`src/rtl/trial_pkg.sv`:
```
package trial_pkg;
  localparam int CNT_W   = 8;
  localparam int HALF_W  = CNT_W / 2;
  localparam int NCRED   = 2;
  localparam int AUTH_IX = 0;
  localparam int PW_IX   = 1;

  // a mask of the form 1..10..0 (all ones above, all zeros below)
  function automatic logic is_high_run(input logic [CNT_W-1:0] v);
    logic [CNT_W-1:0] inv;
    inv = ~v;
    return (inv & (inv + 1'b1)) == '0;
  endfunction

  function automatic logic half_high_run(input logic [HALF_W-1:0] v);
    logic [HALF_W-1:0] inv;
    inv = ~v;
    return (inv & (inv + 1'b1)) == '0;
  endfunction

  // membership of a code in the chain chosen by eight_n
  function automatic logic code_ok(input logic [CNT_W-1:0] c, input logic eight_n);
    logic [HALF_W-1:0] hi, lo;
    hi = c[CNT_W-1:HALF_W];
    lo = c[HALF_W-1:0];
    if (!eight_n) return is_high_run(c);
    return (hi == lo) && half_high_run(lo);
  endfunction

  // successor on a failure; any non-member collapses to zero
  function automatic logic [CNT_W-1:0] next_code(input logic [CNT_W-1:0] c, input logic eight_n);
    logic [HALF_W-1:0] hi, lo;
    hi = c[CNT_W-1:HALF_W];
    lo = c[HALF_W-1:0];
    if (!code_ok(c, eight_n)) return '0;
    if (!eight_n) return c << 1;
    return {hi << 1, lo << 1};
  endfunction
endpackage

```
`src/rtl/trial_counter.sv`:
```
module trial_counter
  import trial_pkg::*;
(
  input  logic             clk,
  input  logic             rst_n,
  input  logic             eight_n,
  input  logic             waive,
  input  logic             hit,
  input  logic             pass,
  output logic [CNT_W-1:0] cnt,
  output logic             locked,
  output logic             ok,
  output logic             rej
);
  logic raw_lock;

  assign raw_lock = (cnt == '0) || !code_ok(cnt, eight_n);
  assign locked   = raw_lock && !waive;
  assign ok       = hit && pass && !locked;
  assign rej      = hit && locked;

  always_ff @(posedge clk or negedge rst_n) begin
    if (!rst_n) begin
      cnt <= '1;
    end else if (hit && !locked) begin
      cnt <= pass ? '1 : next_code(cnt, eight_n);
    end
  end
endmodule

```
`src/rtl/crypto_reset_gen.sv`:
```
module crypto_reset_gen (
  input  logic clk,
  input  logic rst_n,
  input  logic cks_read,
  input  logic cks_limit_n,
  input  logic mac_read,
  input  logic unlim_n,
  output logic crypto_rst
);
  logic want;

  assign want = (cks_read && cks_limit_n) || (mac_read && unlim_n);

  always_ff @(posedge clk or negedge rst_n) begin
    if (!rst_n) crypto_rst <= 1'b0;
    else        crypto_rst <= want;
  end
endmodule

```
`src/rtl/trial_guard.sv`:
```
module trial_guard
  import trial_pkg::*;
(
  input  logic             clk,
  input  logic             rst_n,
  input  logic             cfg_eight_n,
  input  logic             cfg_unlim_n,
  input  logic             cfg_cksum_n,
  input  logic             att_valid,
  input  logic             att_pass,
  input  logic             att_pw,
  input  logic             cks_read,
  input  logic             mac_read,
  output logic [CNT_W-1:0] auth_cnt,
  output logic [CNT_W-1:0] pw_cnt,
  output logic             auth_locked,
  output logic             pw_locked,
  output logic             pass_ok,
  output logic             lock_rej,
  output logic             crypto_rst
);
  logic [CNT_W-1:0] cnt_v [NCRED];
  logic             lk_v  [NCRED];
  logic             ok_v  [NCRED];
  logic             rej_v [NCRED];
  logic             any_ok, any_rej;

  for (genvar g = 0; g < NCRED; g++) begin : g_cred
    localparam logic SEL_PW = (g == PW_IX);
    logic hit, waive;
    assign hit   = att_valid && (att_pw == SEL_PW);
    if (g == AUTH_IX) begin : g_waivable
      assign waive = !cfg_unlim_n;
    end else begin : g_strict
      assign waive = 1'b0;
    end
    trial_counter u_cnt (
      .clk     (clk),
      .rst_n   (rst_n),
      .eight_n (cfg_eight_n),
      .waive   (waive),
      .hit     (hit),
      .pass    (att_pass),
      .cnt     (cnt_v[g]),
      .locked  (lk_v[g]),
      .ok      (ok_v[g]),
      .rej     (rej_v[g])
    );
  end

  always_comb begin
    any_ok  = 1'b0;
    any_rej = 1'b0;
    for (int i = 0; i < NCRED; i++) begin
      any_ok  = any_ok  | ok_v[i];
      any_rej = any_rej | rej_v[i];
    end
  end

  always_ff @(posedge clk or negedge rst_n) begin
    if (!rst_n) begin
      pass_ok  <= 1'b0;
      lock_rej <= 1'b0;
    end else begin
      pass_ok  <= any_ok;
      lock_rej <= any_rej;
    end
  end

  crypto_reset_gen u_crst (
    .clk         (clk),
    .rst_n       (rst_n),
    .cks_read    (cks_read),
    .cks_limit_n (cfg_cksum_n),
    .mac_read    (mac_read),
    .unlim_n     (cfg_unlim_n),
    .crypto_rst  (crypto_rst)
  );

  assign auth_cnt    = cnt_v[AUTH_IX];
  assign pw_cnt      = cnt_v[PW_IX];
  assign auth_locked = lk_v[AUTH_IX];
  assign pw_locked   = lk_v[PW_IX];
endmodule

```
`config.mk`:
```
export PLATFORM = sky130hd
export DESIGN_NAME = trial_guard
export DESIGN_NICKNAME = d
export VERILOG_FILES = /design/src/rtl/trial_pkg.sv /design/src/rtl/trial_counter.sv /design/src/rtl/crypto_reset_gen.sv /design/src/rtl/trial_guard.sv
export SDC_FILE = /design/constraint.sdc
export NUM_CORES = 1
export LEC_CHECK = 0
export BUFFER_PORTS_ARGS = -buffer_cell sky130_fd_sc_hd__clkbuf_2
export CAP_MARGIN = 25
export CELL_PAD_IN_SITES_DETAIL_PLACEMENT = 0
export CELL_PAD_IN_SITES_GLOBAL_PLACEMENT = 2
export CORE_MARGIN = 4
export CORE_UTILIZATION = 35
export DETAILED_ROUTE_END_ITERATION = 6
export PLACE_DENSITY_LB_ADDON = 0.3
export RECOVER_POWER = 100
export SLEW_MARGIN = 15
export SYNTH_ARGS = -nofsm -noshare
export SYNTH_HDL_FRONTEND = slang
export SYNTH_HIERARCHICAL = 1
export SYNTH_SLANG_ARGS = --single-unit
```
`constraint.sdc`:
```
create_clock -name clk -period 4.9 [get_ports clk]
set_input_delay 0.245 -clock clk [delete_from_list [all_inputs] [get_ports clk]]
set_output_delay 0.245 -clock clk [all_outputs]
set_load 0.03 [all_outputs]
```
==> run_results.csv, run 1 <==
group,metric,value,unit
routing,route.detailed.drc,0,
clock_tree,cts_max_path_buffers,2,
routing,wl_per_cell,14.3,um
timing,rsz0062_at_grt,"false",
yosys,synth_area_per_cell,10.7,um2
global_routing,first_global_vias,1061,
yosys,yosysUniqueCellTypes,26,
timing,hold_violations,0,
yosys,synth_enable_flop_cells,0,
timing,fin_tns_setup,0,ns
timing,period_share,63.9,%
outcome,status,"finished clean",
global_routing,grt_usage,14.2,%
yosys,ys_seq_area_share,38.5,%
routing,vias,997,
clock_tree,cts_max_level,1,
cells_and_area,n_antenna_cell,0,
placed_design,placed_cells,191,
cells_and_area,final_common_cell,"clkbuf_1",
cells_and_area,utilization,41.5,%
global_routing,antenna_found_initial,0,
timing,relSlewSlack,18.9,%
yosys,syn_inst,120,
worst_setup_path,end_kind,"flop",
clock_tree,postCtsSetupRepairBufs,0,
floorplanning,coreArea,3440,um2
routing,first_pass_iters,4,
global_routing,grt_max_degree,20,
worst_setup_path,cp_cell_sequence,"xnor2_2, nand4_2, a221oi_1, a41oi_1, mux2_4",
worst_setup_path,critPathLaunchType,"flop",
routing,viasPerCell,5.09,
worst_setup_path,worstPathArrival,3.31,ns
timing,slew_viol_final,0,
clock_tree,cts.clk_slew.worst_paths,0.07,ns
routing,postRouteAntennaNets,0,
floorplanning,die_x,68.6,um
clock_tree,clock_sink_count,19,
worst_setup_path,slowest_delay,0.88,ns
routing,wl,2.81,mm
min_path,whs_path_depth,2,
worst_setup_path,ff2ff_path_depth,5,
floorplanning,num_rows,21,
worst_setup_path,cp_slowest_cell,"a221oi_1",
cells_and_area,fill_cells,374,
yosys,synth-async-reset-ratio,100,%
yosys,synth_warnings,6,
yosys,synth_seq_cells,19,
flow_run,maxCapViolCount,0,
clock_tree,insertion_delay,0.25,ns
min_path,min_path_type,"primary input to flop",
clock_tree,cts_tree,"done",
cells_and_area,area_growth,11.0,%
floorplanning,die_h,68.6,um
clock_tree,root_buffer,"clkbuf_8",
worst_setup_path,path_class,"flop to flop",
cells_and_area,final_nets,161,
timing,setup_viol,0,
global_routing,grt_pass1_wl,5.02,mm
yosys,synth_area,1290,um2
yosys,synth_flop_cell,"dfstp_2",
power_and_ir_drop,pwr_density_cell,682,nW/um2
global_routing,overflow,0,
placed_design,hpwl,2.08,mm
cells_and_area,final_cells,196,
timing,max_freq,0.319,GHz
clock_tree,cts_inserted_buffers,3,
routing,drtIter0Drc,42,
timing,worst_slew_pin_slew,1.20,ns
power_and_ir_drop,ir_drop,0.000298,V
worst_setup_path,worstPathRequired,5.08,ns
floorplanning,start_util,37.4,%
power_and_ir_drop,leakagePower,0.678,nW
worst_setup_path,worstPathMaxFanout,9,
timing,final.setup_skew,0.00164,ns
cells_and_area,layout_common_cells,"22 x clkbuf_1, 17 x inv_1, 14 x a31oi_1, 14 x mux2i_1, 14 x dfstp_2",
placed_design,gp_congestion,0.763,
floorplanning,die_area,4710,um2
timing,fin_crit,3.13,ns
cells_and_area,drive_above_1_share,24.0,%
floorplanning,pin_count,31,
clock_tree,ctsResizeCount,0,
placed_design,io_buffers,30,
[synthesized netlist by cell type, types with 3 or more instances]
| master | number | area (um2) |
|---|---|---|
| a21oi_1 | 6 | 30.0 |
| buf_6 | 4 | 45.0 |
| nor3_1 | 6 | 30.0 |
| nor2_1 | 4 | 15.0 |
| dfstp_2 | 16 | 420 |
| dfrtp_1 | 3 | 75.1 |
| inv_1 | 17 | 63.8 |
| xnor2_1 | 6 | 52.6 |
| and2_1 | 4 | 25.0 |
| mux2i_1 | 14 | 140 |
| a31oi_1 | 14 | 87.6 |
[metal layers]
layer,global-route usage (%),vias to the layer above,routed length [um]
met4,5.21,0,21
li1,-,486,-
met1,17.3,490,1240
met3,1.94,2,138
met5,0,-,0
met2,25.1,19,1410
[repair_timing]
action / 4_1_cts / 5_1_grt
hold endpoints to repair: 3 / 0
setup endpoints to repair: 0 / 0
hold buffers: 1 / 0
[power breakdown]
part	switching (mW)	internal (mW)	leakage [nW]
Combinational	0.315	0.165	0.449
Sequential	0.118	0.267	0.205
Clock	0.0511	0.0577	0.0228
Total	0.485	0.490	0.678
[worst max-delay path: cells and delay by family (launching register included)]
kind             cells  cell delay (ns)
AND/OR/NAND/NOR      1             0.08
XOR/XNOR             1             0.16
AO/OA/AOI/OAI        2             1.62
flip-flops           1             0.70
multiplexers         1             0.50
[cells by family (layout without fill, tap and decap cells)]
group / after synthesis / in the layout / synth area share, %
other cells: 1 / 2 / 0.292
simple gates: 24 / 24 / 11.4
flops: 19 / 19 / 38.5
buf+inv: 23 / 52 / 9.05
mux: 16 / 16 / 13.2
xor+xnor: 8 / 8 / 6.61
compound gates: 29 / 29 / 20.9
[state kept, by name (all words and copies together) (netlist names)]
register           count
u_crst/crypto_rst      1
pass_ok                1
lock_rej               1
g_cred.u_cnt/cnt      16
[area by class of cell]
| cell class | instances | area [um2] | area share (%) |
|---|---|---|---|
| multi-input combinational | 79 | 632 | 44.3 |
| sequential | 19 | 495 | 34.7 |
| timing repair buffer | 31 | 134 | 9.38 |
| inverter | 17 | 63.8 | 4.47 |
| tap | 46 | 57.6 | 4.03 |
| clock buffer | 4 | 45.0 | 3.16 |
[stage by stage]
step	hold WS [ns]	instance area, um2	power (mW)	setup WS, ns
2_1_floorplan	-0.0506	1290	0.798	2.58
3_3_place_gp	0.233	1450	0.914	2.60
3_5_place_dp	0.235	1450	0.918	2.59
4_1_cts	0.199	1500	1.03	2.58
5_1_grt	0.204	1430	1.05	1.47
6_report	0.205	1430	0.974	1.77
[final timing paths]
check                           slack, ns                   start                endpoint
max in group asynchronous            3.56                   rst_n                 pass_ok
worst max register to register       1.77  g_cred[0].u_cnt/cnt[2]  g_cred[0].u_cnt/cnt[0]
worst min register to register       0.52  g_cred[0].u_cnt/cnt[5]  g_cred[0].u_cnt/cnt[5]
worst min-delay path                 0.21                mac_read       u_crst/crypto_rst
min in group asynchronous            0.71                   rst_n                lock_rej
worst max-delay path                 1.77  g_cred[0].u_cnt/cnt[2]  g_cred[0].u_cnt/cnt[0]
Note: power is estimated with default switching activity, not from simulation.
==> run 2: changes to the inputs <==
--- a/config.mk
+++ b/config.mk
@@ -5,12 +5,13 @@
 export SDC_FILE = /design/constraint.sdc
 export NUM_CORES = 1
 export LEC_CHECK = 0
+export ABC_AREA = 1
 export BUFFER_PORTS_ARGS = -buffer_cell sky130_fd_sc_hd__clkbuf_2
 export CAP_MARGIN = 25
 export CELL_PAD_IN_SITES_DETAIL_PLACEMENT = 0
 export CELL_PAD_IN_SITES_GLOBAL_PLACEMENT = 2
 export CORE_MARGIN = 4
-export CORE_UTILIZATION = 35
+export CORE_UTILIZATION = 28
 export DETAILED_ROUTE_END_ITERATION = 6
 export PLACE_DENSITY_LB_ADDON = 0.3
 export RECOVER_POWER = 100
==> constraint.sdc (replaced) <==
create_clock -name clk -period 3.1 [get_ports clk]
set_input_delay 0.155 -clock clk [delete_from_list [all_inputs] [get_ports clk]]
set_output_delay 0.155 -clock clk [all_outputs]
set_load 0.03 [all_outputs]
==> run 2 against run 1 <==
Compared with the run above: count of clock-buffer cells in the layout stayed put; flip-flop and latch count stayed put; cell count is 62% higher; clock skew is 0.0018 ns higher; power is 5.7% higher; utilization is 8.0 points lower; register-to-register slack worse by 0.91 ns; cell area is 12% higher; global-route usage is 2.1 points lower; non-clock buffer count stayed put; critical path type is now flop to output pin; largest power group unchanged.
==> run_results.csv, run 2 <==
group,metric,value,unit
yosys,synth_enable_flop_cells,0,
floorplanning,start_util,29.4,%
clock_tree,cts_inserted_buffers,3,
floorplanning,die_x,78.8,um
floorplanning,pin_count,31,
floorplanning,die_h,78.8,um
clock_tree,cts_tree,"done",
timing,period_share,78.1,%
clock_tree,insertion_delay,0.25,ns
timing,setup_viol,0,
power_and_ir_drop,switching_share,47.0,%
timing,max_freq,0.413,GHz
cells_and_area,top_register,"g_cred.u_cnt/cnt",
clock_tree,cts.clk_slew.worst_paths,0.07,ns
floorplanning,coreArea,4790,um2
worst_setup_path,ff2ff_path_depth,11,
cells_and_area,ff_latch_area,495,um2
cells_and_area,area_growth,14.1,%
timing,fin_crit,2.42,ns
yosys,syn_nets,230,
min_path,min_path_type,"primary input to flop",
worst_setup_path,worstPathRequired,2.94,ns
power_and_ir_drop,clkPwrFrac,16.8,%
placed_design,gp_congestion,0.753,
flow_run,maxCapViolCount,0,
cells_and_area,layout_common_cells,"88 x nand2_1, 34 x nand3_1, 31 x inv_1, 24 x clkbuf_1, 18 x nor2_1",
worst_setup_path,worstSetupStartpoint,"g_cred[1].u_cnt/cnt[2]",
yosys,synth_seq_cells,19,
power_and_ir_drop,leakagePower,0.824,nW
placed_design,io_buffers,30,
power_and_ir_drop,power_frac_comb,42.7,%
cells_and_area,n_antenna_cell,0,
yosys,ys_top_cells_by_count,"84 x nand2_1, 32 x nand3_1, 31 x inv_1, 16 x dfstp_2, 16 x nor2_1",
placed_design,hpwl,2.72,mm
global_routing,grt_pass1_wl,6.08,mm
power_and_ir_drop,pwr_density_cell,642,nW/um2
routing,wl_per_cell,11.0,um
clock_tree,ctsResizeCount,0,
global_routing,first_global_vias,1260,
routing,postRouteAntennaNets,0,
worst_setup_path,critPathLaunchType,"flop",
global_routing,grt_usage,12.1,%
yosys,yosys.area.top_type_share,29.9,%
yosys,synth_top_area_cell,"dfstp_2",
cells_and_area,drive_above_1_share,15.9,%
cells_and_area,multi_input_area,708,um2
yosys,synth_warnings,6,
routing,wl,3.49,mm
yosys,synth_flop_cell,"dfstp_2",
timing,fin_tns_setup,0,ns
yosys,synth-async-reset-ratio,100,%
yosys,yosysMostFrequentCell,"nand2_1",
timing,relSlewSlack,29.1,%
yosys,ys_top_cells_by_area,"dfstp_2 30%, nand2_1 22%, nand3_1 11%",
timing,final.setup_skew,0.00343,ns
power_and_ir_drop,p_sw,0.484,mW
worst_setup_path,worstReg2RegEnd,"g_cred[1].u_cnt/cnt[2]",
routing,first_pass_iters,4,
yosys,syn_inst,220,
power_and_ir_drop,p_int,0.546,mW
timing,hold_violations,0,
worst_setup_path,reg2reg_from,"g_cred[1].u_cnt/cnt[2]",
worst_setup_path,worstSetupEndpoint,"pw_locked",
yosys,synth_area_per_cell,6.39,um2
cells_and_area,final_nets,262,
cells_and_area,final_area,1600,um2
floorplanning,die_area,6220,um2
yosys,synth_area,1410,um2
placed_design,place_area,1600,um2
timing,slew_viol_final,0,
power_and_ir_drop,p_seq_share,40.5,%
outcome,status,"finished clean",
clock_tree,root_buffer,"clkbuf_8",
clock_tree,cts_max_path_buffers,2,
timing,worst_slew_pin_slew,1.06,ns
power_and_ir_drop,p_total,1.03,mW
clock_tree,postCtsSetupRepairBufs,0,
clock_tree,clock_sink_count,19,
worst_setup_path,path_class,"flop to output pin",
routing,viasPerCell,4.36,
worst_setup_path,end_kind,"output pin",
yosys,yosysUniqueCellTypes,16,
worst_setup_path,worstPathMaxFanout,11,
cells_and_area,largest_reg_flops,16,
global_routing,grt_max_degree,20,
global_routing,overflow,0,
worst_setup_path,worstPathArrival,2.27,ns
worst_setup_path,r2r_slack,0.86,ns
timing,holdWs,0.101,ns
routing,drtIter0Drc,68,
clock_tree,cts_max_level,1,
cells_and_area,fill_cells,570,
routing,vias,1385,
power_and_ir_drop,ir_drop,0.000140,V
timing,rsz0062_at_grt,"false",
floorplanning,num_rows,25,
cells_and_area,final_common_cell,"nand2_1",
global_routing,antenna_found_initial,0,
yosys,ys_seq_area_share,35.3,%
routing,route.detailed.drc,0,
## run 2: cell count changes after synthesis, sizes merged, moves of 4 or more
cell and delta:
nand2 +92, nand3 +34, inv +20, nor2 +17
a31oi -14, mux2i -14, o21ai +8, xnor2 -8
nor3 -6, and2 -5, a21oi -4
## run 2: stage by stage
stage	worst slack [ns]	util (%)	std cells
after CTS	0.931	34.6	318
after floorplan	1.33	-	220
after detailed placement	1.22	33.5	313
final	0.678	33.5	318
after global placement	1.20	33.5	313
after global routing	0.406	33.5	318
## run 2: kinds of logic after synthesis
logic type	share of synthesized area (%)
AOI/OAI and AO/OA	5.16
other	0.267
and+or+nand+nor	46.7
buffers and inverters	12.6
DFF	35.3
## run 2: how the worst min path moves through the flow
| stage | start | endpoint | slack [ns] | cells past startpoint |
|---|---|---|---|---|
| final | cfg_cksum_n | u_crst/crypto_rst | 0.10 | 3 |
| after global routing | cfg_cksum_n | u_crst/crypto_rst | 0.11 | 3 |
| after CTS | cfg_cksum_n | u_crst/crypto_rst | 0.1 | 3 |
| after detailed placement | rst_n | u_crst/crypto_rst | 0.14 | 1 |
| after global placement | rst_n | u_crst/crypto_rst | 0.14 | 1 |
| after floorplan | rst_n | lock_rej | -0.14 | 0 |
## run 2: power groups by stage
stage / logic [mW] / clock network, mW / registers (mW)
after detailed placement: 0.468 / 0 / 0.426
after global placement: 0.473 / 0 / 0.428
final: 0.440 / 0.173 / 0.417
after floorplan: 0.263 / 0 / 0.504
after CTS: 0.470 / 0.181 / 0.422
after global routing: 0.500 / 0.194 / 0.431
## run 2: metal layers
metal,routed length [um],up-vias,global-route usage [%]
li1,-,733,-
met5,0,-,0
met3,85,2,1.13
met2,1450,23,17.6
met4,38,0,3.61
met1,1920,627,18.7
## run 2: worst max-delay path: stages, from the launching register on
cell and delay (ns):
dfstp_1 0.66, clkinv_1 0.13, nand2_1 0.07, nand2_1 0.04, nor2_1 0.14, nand2_2 0.08
a21oi_4 0.22, nand3_1 0.10, nand2_1 0.28, inv_1 0.07, clkbuf_1 0.21
## run 2: layout make-up
cell class              count  area share, %
flip-flops and latches     19           30.9
multi-input cells         160           44.2
inverters                  37           8.67
clock buffers               4           2.81
well taps                  67           5.23
repair buffers             31           8.20
## run 2: repair_timing
| item | in CTS | in global routing |
|---|---|---|
| endpoints found under the setup margin | 0 | 0 |
| hold buffers | 1 | 0 |
| hold endpoints to repair | 3 | 0 |
==> run 3: changes to the inputs <==
--- a/config.mk
+++ b/config.mk
@@ -5,13 +5,13 @@
 export SDC_FILE = /design/constraint.sdc
 export NUM_CORES = 1
 export LEC_CHECK = 0
-export ABC_AREA = 1
+export ABC_AREA = 0
 export BUFFER_PORTS_ARGS = -buffer_cell sky130_fd_sc_hd__clkbuf_2
 export CAP_MARGIN = 25
 export CELL_PAD_IN_SITES_DETAIL_PLACEMENT = 0
 export CELL_PAD_IN_SITES_GLOBAL_PLACEMENT = 2
 export CORE_MARGIN = 4
-export CORE_UTILIZATION = 28
+export CORE_UTILIZATION = 30
 export DETAILED_ROUTE_END_ITERATION = 6
 export PLACE_DENSITY_LB_ADDON = 0.3
 export RECOVER_POWER = 100
==> constraint.sdc (replaced) <==
create_clock -name clk -period 2.2 [get_ports clk]
set_input_delay 0.11 -clock clk [delete_from_list [all_inputs] [get_ports clk]]
set_output_delay 0.11 -clock clk [all_outputs]
set_load 0.03 [all_outputs]
==> run 3 against run 2 <==
Compared with the run above: count of clock-buffer cells in the layout decreased by 1; non-clock buffer count grew 6; routed wire length decreased by 11%; global-route usage grew 0.21 points; largest power group unchanged.
==> run_results.csv, run 3 (synthesized netlist as in run 1, its figures left out) <==
group,metric,value,unit
outcome,status,"finished clean",
timing,final.setup_skew,0.00956,ns
cells_and_area,final_nets,167,
global_routing,antenna_found_initial,0,
routing,wl_per_cell,15.1,um
power_and_ir_drop,leakagePower,0.712,nW
worst_setup_path,reg2reg_from,"g_cred[0].u_cnt/cnt[2]",
min_path,hold_path.startpoint,"mac_read",
worst_setup_path,path_class,"flop to flop",
routing,wl,3.11,mm
floorplanning,die_x,73.5,um
routing,drtIter0Drc,40,
flow_run,maxCapViolCount,0,
cells_and_area,largest_reg_flops,16,
timing,worst_slew_pin_slew,1.08,ns
worst_setup_path,worstPathMaxFanout,8,
floorplanning,start_util,31.5,%
global_routing,grt_max_degree,20,
clock_tree,cts_tree,"done",
placed_design,io_buffers,30,
placed_design,place_area,1530,um2
clock_tree,cts_max_path_buffers,2,
clock_tree,root_buffer,"clkbuf_8",
worst_setup_path,worstPathRequired,2.36,ns
timing,slew_viol_final,0,
timing,hold_violations,0,
timing,fin_crit,2.09,ns
cells_and_area,area_growth,19.6,%
timing,relSlewSlack,28.1,%
timing,period_share,95.0,%
routing,first_pass_iters,4,
floorplanning,die_area,5400,um2
min_path,min_path_type,"primary input to flop",
floorplanning,pin_count,31,
placed_design,gp_congestion,0.892,
global_routing,first_global_vias,1065,
global_routing,grt_pass1_wl,5.14,mm
worst_setup_path,end_kind,"flop",
worst_setup_path,ff2ff_path_depth,6,
power_and_ir_drop,power_frac_comb,52.0,%
routing,viasPerCell,4.98,
floorplanning,die_h,73.5,um
routing,vias,1025,
worst_setup_path,worstSetupStartpoint,"g_cred[0].u_cnt/cnt[2]",
routing,route.detailed.drc,0,
power_and_ir_drop,switching_share,50.2,%
clock_tree,cts.clk_slew.worst_paths,0.08,ns
timing,max_freq,0.479,GHz
power_and_ir_drop,p_sw,1.15,mW
clock_tree,cts_max_level,1,
clock_tree,clock_sink_count,19,
global_routing,grt_usage,12.3,%
cells_and_area,layout_common_cells,"20 x clkbuf_1, 17 x inv_1, 16 x dfstp_2, 14 x mux2i_1, 12 x a31oi_1",
cells_and_area,final_area,1540,um2
power_and_ir_drop,ir_drop,0.000702,V
placed_design,hpwl,2.33,mm
floorplanning,num_rows,23,
cells_and_area,drive_above_1_share,32.1,%
clock_tree,insertion_delay,0.26,ns
timing,setup_viol,0,
power_and_ir_drop,p_int,1.14,mW
power_and_ir_drop,pwr_density_cell,1490,nW/um2
global_routing,overflow,0,
timing,rsz0062_at_grt,"false",
routing,postRouteAntennaNets,0,
worst_setup_path,critPathLaunchType,"flop",
cells_and_area,n_antenna_cell,0,
cells_and_area,utilization,37.6,%
floorplanning,coreArea,4090,um2
timing,fin_tns_setup,0,ns
clock_tree,cts_inserted_buffers,3,
power_and_ir_drop,clkPwrFrac,11.0,%
cells_and_area,final_common_cell,"clkbuf_1",
clock_tree,ctsResizeCount,0,
cells_and_area,top_register,"g_cred.u_cnt/cnt",
clock_tree,postCtsSetupRepairBufs,0,
power_and_ir_drop,p_seq_share,37.0,%
worst_setup_path,worstPathArrival,2.25,ns
min_path,whs_path_depth,2,
[run 3: cell count changes in the layout (fill, tap and decap cells not counted), sizes merged, moves of 14 or more]
cell | previous run | this run
inv | 36 | 17
nand3 | 36 | 2
a31oi | 0 | 14
mux2i | 0 | 14
nor2 | 21 | 4
nand2 | 92 | 0
[run 3: path summary, 6_finish.rpt]
path,slack (ns),end
worst max-delay path,0.11,pass_ok
worst min-delay path,0.07,u_crst/crypto_rst
worst max register to register,0.11,pass_ok
worst min register to register,0.53,g_cred[1].u_cnt/cnt[1]
max in group asynchronous,0.99,u_crst/crypto_rst
min in group asynchronous,0.56,lock_rej
[run 3: metal layers]
layer  up-vias  global-route usage [%]  share of wire [%]
li1        502                       -                  -
met1       485                    14.2                 44
met2        34                    21.9                 49
met5         -                       0                  0
met4         0                    3.62                1.1
met3         4                    3.42                6.4
[run 3: critical path, cell delays in order (launching register included)]
cell     delay, ns
dfstp_2       0.42
nor4_1        0.51
nand3_1       0.26
a41oi_2       0.34
buf_4         0.22
nor2_1        0.05
or2_1         0.19
[run 3: layout make-up]
cell class / count / area (um2)
Timing Repair Buffer: 37 / 175
Clock inverter: 1 / 5.00
Multi-Input combinational cell: 79 / 694
Sequential cell: 19 / 495
Fill cell: 403 / 2550
Clock buffer: 3 / 41.3
Inverter: 17 / 63.8
Tap cell: 50 / 62.6
[run 3: through the flow]
stage	setup WS, ns	total power, mW	hold slack [ns]	instances
2_1_floorplan	0.0364	1.80	-0.186	121
3_3_place_gp	0.185	2.11	0.105	201
3_5_place_dp	0.150	2.12	0.110	201
4_1_cts	0.141	2.39	0.0652	206
5_1_grt	0.0153	2.45	0.0751	206
6_report	0.111	2.29	0.0745	206
[run 3: power groups by stage]
stage / Clock (mW) / Sequential [mW] / Combinational (mW)
floorplan: 0 / 1.08 / 0.725
finish: 0.252 / 0.848 / 1.19
CTS: 0.269 / 0.853 / 1.27
global placement: 0 / 0.851 / 1.26
detailed placement: 0 / 0.858 / 1.26
global route: 0.283 / 0.876 / 1.29
[run 3: timing repair]
action                     in CTS  in global routing
hold buffers                    1                  0
setup endpoints to repair       0                  0
hold endpoints to repair        3                  0
